[src/rtl/fts_pkg.sv]
package fts_pkg;
  // Share of the window allowed per thread for a given active count.
  function automatic int unsigned share_cap(int unsigned depth, int unsigned n_act);
    return (n_act > 1) ? depth / n_act : depth;
  endfunction

  // Rotated distance of a thread from the tie-break pointer.
  function automatic int unsigned rot_dist(int unsigned id, int unsigned ptr, int unsigned n);
    return (id + n - ptr) % n;
  endfunction
endpackage

[src/rtl/fts_elig.sv]
module fts_elig #(
  parameter int NUM_THREADS = 4,
  parameter int WIN_DEPTH   = 32,
  parameter int OCC_W       = $clog2(WIN_DEPTH) + 1,
  parameter int CNT_W       = $clog2(NUM_THREADS + 1)
) (
  input  logic [NUM_THREADS-1:0]       active_i,
  input  logic [NUM_THREADS*OCC_W-1:0] occ_i,
  output logic [NUM_THREADS-1:0]       elig_o,
  output logic [OCC_W-1:0]             cap_o,
  output logic [CNT_W-1:0]             n_act_o
);
  always_comb begin
    n_act_o = '0;
    for (int i = 0; i < NUM_THREADS; i++) n_act_o = n_act_o + CNT_W'(active_i[i]);
  end

  assign cap_o = OCC_W'(fts_pkg::share_cap(WIN_DEPTH, int'(n_act_o)));

  for (genvar t = 0; t < NUM_THREADS; t++) begin : g_thr
    assign elig_o[t] = active_i[t] && (occ_i[t*OCC_W +: OCC_W] < cap_o);
  end
endmodule

[src/rtl/fts_pick.sv]
module fts_pick #(
  parameter int NUM_THREADS = 4,
  parameter int OCC_W       = 6,
  parameter int TID_W       = (NUM_THREADS > 1) ? $clog2(NUM_THREADS) : 1
) (
  input  logic [NUM_THREADS-1:0]       cand_i,
  input  logic [NUM_THREADS-1:0]       spin_i,
  input  logic [NUM_THREADS*OCC_W-1:0] occ_i,
  input  logic [TID_W-1:0]             ptr_i,
  output logic                         vld_o,
  output logic [TID_W-1:0]             id_o
);
  localparam int KEY_W = 1 + OCC_W + TID_W;

  logic [KEY_W-1:0] key [NUM_THREADS];

  // Rank key: spin flag first, then occupancy, then rotated distance.
  for (genvar t = 0; t < NUM_THREADS; t++) begin : g_key
    assign key[t] = {spin_i[t], occ_i[t*OCC_W +: OCC_W],
                     TID_W'(fts_pkg::rot_dist(t, int'(ptr_i), NUM_THREADS))};
  end

  logic [KEY_W-1:0] best;
  always_comb begin
    best  = '1;
    id_o  = '0;
    vld_o = 1'b0;
    for (int i = 0; i < NUM_THREADS; i++) begin
      if (cand_i[i] && (!vld_o || key[i] < best)) begin
        best  = key[i];
        id_o  = TID_W'(i);
        vld_o = 1'b1;
      end
    end
  end
endmodule

[src/rtl/fts_top.sv]
module fts_top #(
  parameter int NUM_THREADS = 4,
  parameter int WIN_DEPTH   = 32,
  localparam int OCC_W      = $clog2(WIN_DEPTH) + 1,
  localparam int TID_W      = (NUM_THREADS > 1) ? $clog2(NUM_THREADS) : 1
) (
  input  logic                         clk,
  input  logic                         rst_n,
  input  logic [NUM_THREADS-1:0]       thr_active_i,
  input  logic [NUM_THREADS-1:0]       thr_spin_i,
  input  logic [NUM_THREADS*OCC_W-1:0] thr_occ_i,
  output logic                         grant0_vld_o,
  output logic [TID_W-1:0]             grant0_id_o,
  output logic                         grant1_vld_o,
  output logic [TID_W-1:0]             grant1_id_o
);
  localparam int CNT_W = $clog2(NUM_THREADS + 1);

  logic [NUM_THREADS-1:0] elig, cand1, excl;
  logic [OCC_W-1:0]       cap;
  logic [CNT_W-1:0]       n_act;
  logic [TID_W-1:0]       ptr_q, pick0_id, pick1_id;
  logic                   pick0_vld, pick1_vld;

  fts_elig #(.NUM_THREADS(NUM_THREADS), .WIN_DEPTH(WIN_DEPTH), .OCC_W(OCC_W), .CNT_W(CNT_W)) elig_i (
    .active_i(thr_active_i), .occ_i(thr_occ_i), .elig_o(elig), .cap_o(cap), .n_act_o(n_act));

  fts_pick #(.NUM_THREADS(NUM_THREADS), .OCC_W(OCC_W), .TID_W(TID_W)) pick0_i (
    .cand_i(elig), .spin_i(thr_spin_i), .occ_i(thr_occ_i), .ptr_i(ptr_q),
    .vld_o(pick0_vld), .id_o(pick0_id));

  assign excl  = pick0_vld ? (NUM_THREADS'(1) << pick0_id) : '0;
  assign cand1 = elig & ~excl;

  fts_pick #(.NUM_THREADS(NUM_THREADS), .OCC_W(OCC_W), .TID_W(TID_W)) pick1_i (
    .cand_i(cand1), .spin_i(thr_spin_i), .occ_i(thr_occ_i), .ptr_i(ptr_q),
    .vld_o(pick1_vld), .id_o(pick1_id));

  always_ff @(posedge clk or negedge rst_n) begin
    if (!rst_n) begin
      ptr_q        <= '0;
      grant0_vld_o <= 1'b0;
      grant0_id_o  <= '0;
      grant1_vld_o <= 1'b0;
      grant1_id_o  <= '0;
    end else begin
      ptr_q        <= (ptr_q == TID_W'(NUM_THREADS - 1)) ? '0 : ptr_q + TID_W'(1);
      grant0_vld_o <= pick0_vld;
      grant0_id_o  <= pick0_id;
      grant1_vld_o <= pick1_vld;
      grant1_id_o  <= pick1_id;
    end
  end


  grants_distinct_chk: assert property (@(posedge clk) disable iff (!rst_n)
    grant0_vld_o && grant1_vld_o |-> grant0_id_o != grant1_id_o);


  second_needs_first_chk: assert property (@(posedge clk) disable iff (!rst_n)
    grant1_vld_o |-> grant0_vld_o);


  spin_last_chk: assert property (@(posedge clk) disable iff (!rst_n)
    pick0_vld && thr_spin_i[pick0_id] |-> (elig & ~thr_spin_i) == '0);


  share_cap_chk: assert property (@(posedge clk) disable iff (!rst_n)
    pick1_vld |-> thr_occ_i[pick1_id*OCC_W +: OCC_W] < cap);


  lone_full_chk: assert property (@(posedge clk) disable iff (!rst_n)
    n_act == CNT_W'(1) |-> cap == OCC_W'(WIN_DEPTH));


  inactive_skip_chk: assert property (@(posedge clk) disable iff (!rst_n)
    pick0_vld |-> thr_active_i[pick0_id]);


  ptr_step_chk: assert property (@(posedge clk) disable iff (!rst_n)
    ptr_q != TID_W'(NUM_THREADS - 1) |=> ptr_q == $past(ptr_q) + TID_W'(1));


  grant_latency_chk: assert property (@(posedge clk) disable iff (!rst_n)
    pick0_vld |=> grant0_vld_o && grant0_id_o == $past(pick0_id));
endmodule

[config.mk]
export PLATFORM = sky130hd
export DESIGN_NAME = fts_top
export DESIGN_NICKNAME = d
export VERILOG_FILES = /design/src/rtl/fts_pkg.sv /design/src/rtl/fts_elig.sv /design/src/rtl/fts_pick.sv /design/src/rtl/fts_top.sv
export SDC_FILE = /design/constraint.sdc
export NUM_CORES = 1
export LEC_CHECK = 0
export ABC_AREA = 1
export ABC_CLOCK_PERIOD_IN_PS = 13000
export BUFFER_PORTS_ARGS = -buffer_cell sky130_fd_sc_hd__buf_2
export CORE_UTILIZATION = 56
export DETAILED_ROUTE_END_ITERATION = 7
export GPL_ROUTABILITY_DRIVEN = 0
export PLACE_DENSITY = 0.73
export SLEW_MARGIN = 20
export SYNTH_ARGS = -nofsm -noshare
export SYNTH_HDL_FRONTEND = slang
export SYNTH_SLANG_ARGS = --single-unit
[constraint.sdc]
create_clock -name clk -period 13 [get_ports clk]
set_clock_uncertainty 0.2 [all_clocks]
set_input_delay 0.65 -clock clk [delete_from_list [all_inputs] [get_ports clk]]
set_output_delay 0.65 -clock clk [all_outputs]
set_load 0.02 [all_outputs]
==> results of run 1 <==
metrics by stage:
stage | hold WS [ns] | utilization, % | instance area (sq um)
floorplan | 0.154 | - | 9620
global placement | 0.298 | 83.9 | 13500
detailed placement | 0.304 | 83.9 | 13500
CTS | 0.0549 | 92.0 | 14800
synth_stat cells (22+ instances only):
library cell | count | area, sq um
inv_1 | 201 | 754
nand3_1 | 146 | 731
ha_1 | 82 | 1030
nand4_1 | 59 | 369
inv_2 | 24 | 90.1
nand2_2 | 81 | 507
o21ai_0 | 57 | 285
nand2_1 | 449 | 1690
xor2_1 | 22 | 193
a21oi_1 | 30 | 150
nand2_4 | 34 | 383
nor2_1 | 133 | 499
nand3_2 | 33 | 330
o21ai_1 | 36 | 180
routing by layer:
metal  global-route usage (%)  GRT overflow
met4                      114           249
met1                     87.6            20
met3                     71.0            13
met2                      141          1345
met5                     45.6             1
repair_timing:
| action | 4_1_cts |
|---|---|
| buffers inserted | 58 |
| gates resized for setup | 185 |
| pin swaps | 90 |
| gates cloned | 6 |
| setup endpoints to repair | 6 |
kinds of logic after synthesis:
group                      count (synthesis)  share of synthesized area [%]
AOI/OAI and AO/OA                        178                           11.8
xor gates and xnor gates                  29                           2.73
adders and majority gates                 83                           11.2
buffers and inverters                    273                           13.7
DFF                                        8                           2.15
and+or+nand+nor                         1030                           58.4
==> results_dict.tcl, run 1 <==
set metrics [dict create \
    outcome "stopped before the end" \
    haltStage "global routing" \
    error "[ERROR GRT-0232] Routing congestion too high. Check the congestion heatmap in the GUI." \
    synthArstFlopShare_pct 100 \
    syn-cell-area_sq_um 9310 \
    cts_buffers 3 \
    clock-sinks 8 \
    clockRootBuffer "clkbuf_16" \
    synth_edf_count 0 \
    synthesis.nets 1718 \
    synth_ff_type "dfrtp_1" \
    ios 40 \
    dp.cells 2320 \
    dpl.hpwl_mm 29.4 \
    place_ws_ns -8.35 \
    synth-seq-cells 8 \
    dieWidth_microns 131 \
    clk_path_buf_depth 2 \
    io_buffers 39 \
    ys_types 66 \
    grt_util_all_layers_pct 101 \
    grt_max_degree 27 \
    postCtsHoldBufs 0 \
    rows 46 \
    avgSynthCellArea_sq_um 5.82 \
    seq_area_frac_synth_pct 2.15 \
    htreeDepth 1 \
    yosys_warnings 0 \
    initial_utilization_pct 58.0 \
    die_y_microns 131 \
    grt-ovfl-total 1628 \
    syn_inst 1601 \
]
==> run 2: changes to the inputs <==
CORE_UTILIZATION = 40   (was 56)
PLACE_DENSITY = default   (was 0.73)
PLACE_DENSITY_LB_ADDON = 0.15   (was default)
==> run 2 against run 1 <==
  * The flow now finishes, with violations (negative setup slack)
  * Synthesized area did not move
  * Synthesized cell count did not move
==> results_dict.tcl, run 2 <==
set metrics [dict create \
    largestRegisters "grant0_id_o (2), grant1_id_o (2), ptr_q (2)" \
    power.switching_w 0.00229 \
    routed_wl_mm 35.9 \
    ys_types 66 \
    seqPwrFrac_pct 0.7 \
    avgSynthCellArea_sq_um 5.82 \
    die_area_sq_um 23900 \
    path_max_fanout 8 \
    clock-sinks 8 \
    routed-wl-met3_mm 1.35 \
    die_y_microns 155 \
    yosys_warnings 0 \
    synth_edf_count 0 \
    netlist.area_leader.share_pct 18.1 \
    rsz0062_at_grt "yes" \
    comb_power_share_pct 98.2 \
    cpMostUsedCell "nand2_4" \
    wl_per_cell_microns 14.4 \
    worstPathRequired_ns 12.91 \
    syn_to_final_growth_pct 67.6 \
    crit_type "in2reg" \
    synthArstFlopShare_pct 100 \
    core_area_sq_um 22700 \
    grt_pass1_vias 11772 \
    end_kind "flip-flop" \
    synth.area.top_cells "nand2_1, ha_1, inv_1, nand3_1, nand2_2" \
    yosysMostFrequentCell "nand2_1" \
    drt-met1-wl_mm 16.1 \
    path_clk_slew_ns 0.04 \
    nFillCells 1944 \
    nNetsFinal 2325 \
    layout.cells.non_filler 2491 \
    synth-seq-cells 8 \
    grt_util_all_layers_pct 28.1 \
    intPower_w 0.00210 \
    cts_tree "built" \
    grt_max_degree 30 \
    synth_ff_type "dfrtp_1" \
    dr.pass1.iters 6 \
    grt_pass1_wl_mm 55.5 \
    p_sw_share_pct 52.1 \
    worstMarginPinSlew_ns 0.626 \
    worst_path_max_delay_cell "fa_2" \
    yosysTopAreaCell "nand2_1" \
    layout_common_cells "buf_4, nand2_1, inv_1, nand3_1, nor2_1" \
    ir_drop_mv 0.152 \
    slew_viol_final 0 \
    clockRootBuffer "clkbuf_16" \
    dieWidth_microns 155 \
    crit_family "simple AND/OR/NAND/NOR gates" \
    hold-worst-slack_ns 0.0533 \
    vias 12773 \
    multi_input_area_sq_um 9220 \
    dpl.hpwl_mm 28.1 \
    drt_iter0_drc 814 \
    hold_class "in2async" \
    grt-ovfl-total 0 \
    layout-drive-gt1-share_pct 50.1 \
    drc_errors 0 \
    critPathLaunch "thr_active_i[0]" \
    synthesis.nets 1718 \
    violations "negative setup slack" \
    antenna_found_initial 0 \
    yosys-top-cells-count "nand2_1, inv_1, nand3_1, nor2_1, ha_1" \
    cts_buffers 3 \
    fin_crit_sh_pct 159 \
    vias_per_cell 5.13 \
    final_common_cell "buf_4" \
    finalHoldViolCount 0 \
    outcome "finished, violations left" \
    setup_ws_ns -7.61 \
    max_freq_ghz 0.0485 \
    finalCriticalPeriod_ns 20.61 \
    max_slew_margin_pct 57.8 \
    cp.arrival_ns 20.53 \
    cp-start-kind "input pin" \
    leakage_nw 8.42 \
    drv_cap 0 \
    p_clk_share_pct 1.1 \
    clk_latency_ns 0.23 \
    max_stage_delay_ns 0.44 \
    met2_length_mm 17.8 \
    path_buf_inv 17 \
    rows 55 \
    dp.cells 2392 \
    htreeDepth 1 \
    finalSetupViolations 6 \
    top_layer "met4" \
    power_density_nw_per_um2 281 \
    clk_path_buf_depth 2 \
    ios 40 \
    ant_nets 0 \
    io_buffers 39 \
    n_antenna_cell 0 \
    initial_utilization_pct 41.0 \
    syn-cell-area_sq_um 9310 \
    seq_area_frac_synth_pct 2.15 \
    timing.rr.start "ptr_q[0]$_DFF_PN0_" \
    postCtsHoldBufs 0 \
    syn_inst 1601 \
    seqCellArea_sq_um 200 \
]
[run 2: layout make-up]
type,instances,share of cell area [%]
Timing Repair Buffer,627,30.5
Tap cell,285,2.29
Inverter,243,6.36
Clock buffer,3,0.481
Multi-Input combinational cell,1325,59.1
Sequential cell,8,1.28
[run 2: metrics by stage]
step	utilization (%)	worst slack, ns	instance area [sq um]	total power, W	setup TNS [ns]
after floorplan	-	-7.72	9620	0.00214	-29.45
after global placement	59.8	-7.45	13600	0.00376	-29.18
after detailed placement	59.8	-8.06	13600	0.00379	-32.25
after CTS	64.3	-6.97	14600	0.00408	-26.58
after global routing	68.7	-8.73	15600	0.00476	-36.25
final	68.7	-7.61	15600	0.00439	-30.41
[run 2: final timing paths]
path | depth (start not counted) | to | slack (ns)
worst max-delay path | 160 | grant1_id_o[0]$_DFF_PN0_ | -7.61
worst min-delay path | 1 | grant0_id_o[1]$_DFF_PN0_ | 0.05
worst max register to register | 60 | grant1_id_o[0]$_DFF_PN0_ | 4.38
worst min register to register | 1 | ptr_q[0]$_DFF_PN0_ | 0.37
max in group asynchronous | 1 | ptr_q[1]$_DFF_PN0_ | 12.39
min in group clk | 1 | ptr_q[0]$_DFF_PN0_ | 0.37
[run 2: timing repair]
| action | 4_1_cts | 5_1_grt |
|---|---|---|
| pin swaps | 67 | 163 |
| gates resized for setup | 120 | 168 |
| setup endpoints to repair | 6 | 6 |
| buffers inserted | 54 | 37 |
| endpoints found under the hold margin | 0 | 0 |
| gates cloned | 5 | 1 |
[run 2: per-layer routing]
metal  global-route usage [%]  up-vias
met1                     37.6     5947
li1                         -     6469
met4                     4.29        0
met2                     50.6      301
met3                    0.869       56
met5                        0        -
[run 2: cells by family (layout without fill, tap and decap cells)]
group,count (synthesis),count (layout),share of synthesized area [%]
AOI/OAI and AO/OA,178,178,11.8
DFF,8,8,2.15
xor gates and xnor gates,29,29,2.73
and+or+nand+nor,1030,1035,58.4
adders and majority gates,83,83,11.2
buffers and inverters,273,873,13.7
[run 2: power groups by stage]
stage | logic (W) | clock network (W) | registers [W]
3_5_place_dp | 0.00376 | 0 | 0.0000313
6_report | 0.00431 | 0.0000501 | 0.0000310
4_1_cts | 0.00400 | 0.0000509 | 0.0000312
2_1_floorplan | 0.00210 | 0 | 0.0000375
5_1_grt | 0.00467 | 0.0000538 | 0.0000314
3_3_place_gp | 0.00373 | 0 | 0.0000310
(Power assumes the default switching activity.)
==> run 3: changes to the inputs <==
TNS_END_PERCENT = 10   (was default)
==> run 3 against run 2 <==
  * The flow still finishes with violations (negative setup slack)
  * Die area unchanged
  * Total power down 8.9%
  * Wire length down 11%
  * Critical path type unchanged
  * Critical endpoint unchanged
==> results_dict.tcl, run 3 (same netlist as run 2, synthesis figures left out) <==
set metrics [dict create \
    grt_pass1_vias 11786 \
    max_stage_delay_ns 0.38 \
    rows 55 \
    post_dp_cell_area_sq_um 13600 \
    vias_per_cell 4.95 \
    ir_drop_mv 0.214 \
    worstPathRequired_ns 12.96 \
    use_met2_pct 48.3 \
    die_area_sq_um 23900 \
    path_clk_slew_ns 0.04 \
    slew_viol_final 0 \
    hold_class "in2async" \
    drv_cap 0 \
    clockRootBuffer "clkbuf_16" \
    fin_crit_sh_pct 157 \
    final_common_cell "buf_4" \
    largestRegisters "grant0_id_o (2), grant1_id_o (2), ptr_q (2)" \
    dr.pass1.iters 7 \
    layout-drive-gt1-share_pct 43.1 \
    cp-start-kind "input pin" \
    routed_wl_mm 32.0 \
    finalSetupViolations 6 \
    grt-ovfl-total 0 \
    wl_per_cell_microns 13.2 \
    worst_path_max_delay_cell "nor3_1" \
    cp.arrival_ns 20.42 \
    busiest_layer "met2" \
    clk_path_buf_depth 2 \
    worstMarginPinSlew_ns 0.473 \
    clock-sinks 8 \
    finalHoldViolCount 0 \
    vias 12032 \
    htreeDepth 1 \
    end_kind "flip-flop" \
    n_antenna_cell 0 \
    crit_family "simple AND/OR/NAND/NOR gates" \
    finalCriticalPeriod_ns 20.46 \
    ios 40 \
    core_area_sq_um 22700 \
    antenna_found_initial 0 \
    io_buffers 39 \
    grt_util_all_layers_pct 27.6 \
    path_buf_inv 20 \
    rsz0062_at_grt "yes" \
    clk_latency_ns 0.22 \
    cpMostUsedCell "nand2_1" \
    outcome "finished, violations left" \
    dpl.hpwl_mm 27.6 \
    power_density_nw_per_um2 282 \
    nNetsFinal 2264 \
    crit_type "in2reg" \
    postCtsHoldBufs 0 \
    path_max_fanout 11 \
    grt_max_degree 28 \
    layout_common_cells "buf_4, nand2_1, inv_1, nand3_1, nor2_1" \
    setup_tns_ns -28.57 \
    cts_tree "built" \
    nFillCells 2178 \
    grt_use_met3_pct 0.841 \
    final_area_sq_um 14200 \
    use_met1_pct 38.6 \
    drt_iter0_drc 587 \
    drc_errors 0 \
    violations "negative setup slack" \
    grt_pass1_wl_mm 55.2 \
    cts_buffers 3 \
    max_freq_ghz 0.0489 \
    leakage_nw 7.93 \
    max_slew_margin_pct 68.2 \
    initial_utilization_pct 41.0 \
    syn_to_final_growth_pct 52.4 \
    die_y_microns 155 \
    setup_ws_ns -7.46 \
    dieWidth_microns 155 \
    ant_nets 0 \
]
## run 3: per-stage QoR
stage / util (%) / std cells / power (W) / hold slack [ns] / setup WS, ns
after floorplan: - / 1601 / 0.00211 / 0.154 / -8.06
after global placement: 59.8 / 2404 / 0.00374 / 0.291 / -7.54
after detailed placement: 59.8 / 2404 / 0.00377 / 0.294 / -8.23
after CTS: 62.0 / 2425 / 0.00395 / 0.0554 / -7.10
after global routing: 62.5 / 2430 / 0.00441 / 0.0652 / -9.03
final: 62.5 / 2430 / 0.00400 / 0.0519 / -7.46
## run 3: layer usage
layer | wire length, microns | up-vias | share of wire, %
met5 | 0 | - | 0
met1 | 15900 | 5453 | 50
met2 | 14800 | 204 | 46
met4 | 324 | 0 | 1.0
met3 | 1020 | 24 | 3.2
li1 | - | 6351 | -
## run 3: final cells by class
| type | instances | area, sq um | area share (%) |
|---|---|---|---|
| clock buffers | 3 | 75.1 | 0.529 |
| inverters | 243 | 968 | 6.83 |
| multi-input cells | 1322 | 8370 | 59.0 |
| flip-flops and latches | 8 | 200 | 1.41 |
| well taps | 285 | 357 | 2.51 |
| repair buffers | 569 | 4220 | 29.7 |
## run 3: where the power goes
part	internal, W	leakage, nW	total [W]	switching, W
logic	0.00184	7.80	0.00392	0.00208
registers	0.0000297	0.0968	0.0000310	0.00000131
clock network	0.0000395	0.0370	0.0000502	0.0000106
## run 3: what timing repair did
item	in CTS	in global routing
pin swaps	58	25
resized for setup	68	21
setup endpoints to repair	6	6
gates cloned	2	0
hold endpoints to repair	0	0
buffers inserted	16	5
## run 3: final timing paths
kind | startpoint | to | slack [ns] | depth (start not counted)
max in group asynchronous | rst_n | ptr_q[0]$_DFF_PN0_ | 12.38 | 1
worst max register to register | ptr_q[0]$_DFF_PN0_ | grant1_id_o[0]$_DFF_PN0_ | 4.59 | 57
worst min-delay path | rst_n | grant1_vld_o$_DFF_PN0_ | 0.05 | 1
min in group clk | ptr_q[0]$_DFF_PN0_ | ptr_q[0]$_DFF_PN0_ | 0.37 | 1
worst max-delay path | thr_active_i[0] | grant1_id_o[0]$_DFF_PN0_ | -7.46 | 160
worst min register to register | ptr_q[0]$_DFF_PN0_ | ptr_q[0]$_DFF_PN0_ | 0.37 | 1
## run 3: worst reg2reg max path: cells and delay by family, from the launching register on
family	cells	cell delay (ns)
buffers and inverters	4	0.52
flip-flops	1	0.44
AO/OA/AOI/OAI	17	3.15
AND/OR/NAND/NOR	30	2.19
adder cells (fa/ha/maj)	6	1.82
==> run 4: changes to the inputs <==
CORE_UTILIZATION = 60   (was 40)
CTS_CLUSTER_DIAMETER = 30   (was default)
SYNTH_HIERARCHICAL = 1   (was default)
==> run 4 against run 3 <==
  * The run now fails in global routing
  * Synthesized cell count rose to 3.0 times the previous value
  * Synthesized area rose to 2.8 times the previous value
==> results_dict.tcl, run 4 <==
set metrics [dict create \
    htreeDepth 1 \
    rows 76 \
    clock-sinks 8 \
    io_buffers 39 \
    grt_max_degree 39 \
    outcome "stopped before the end" \
    avgSynthCellArea_sq_um 5.51 \
    clockRootBuffer "clkbuf_16" \
    initial_utilization_pct 60.8 \
    haltStage "global routing" \
    grt-ovfl-total 1771 \
    dp.cells 6706 \
    clk_path_buf_depth 2 \
    syn-cell-area_sq_um 26100 \
    grt_pass1_vias 54319 \
    yosys_warnings 6 \
    cts_buffers 3 \
    die_y_microns 211 \
    dieWidth_microns 211 \
    ios 40 \
    postCtsHoldBufs 0 \
    error "[ERROR GRT-0116] Global routing finished with congestion. Check the congestion regions in the DRC Viewer." \
    post_dp_cell_area_sq_um 37900 \
    dpl.hpwl_mm 91.4 \
    grt_util_all_layers_pct 89.2 \
    place_ws_ns -30.07 \
    syn_inst 4745 \
    grt_pass1_wl_mm 310 \
]
-- run 4: per-layer routing --
layer,track usage (%),overflow
met1,81.9,48
met2,113,1204
met5,35.7,3
met3,66.5,16
met4,108,500
-- run 4: timing repair --
item,CTS
gates cloned,7
setup endpoints to repair,6
setup buffers,208
resized for setup,276
pin swaps,279
-- run 4: stage by stage --
stage	setup TNS, ns	utilization (%)
after CTS	-144.50	94.7
after global placement	-143.66	88.2
after detailed placement	-163.40	88.2
after floorplan	-165.22	-
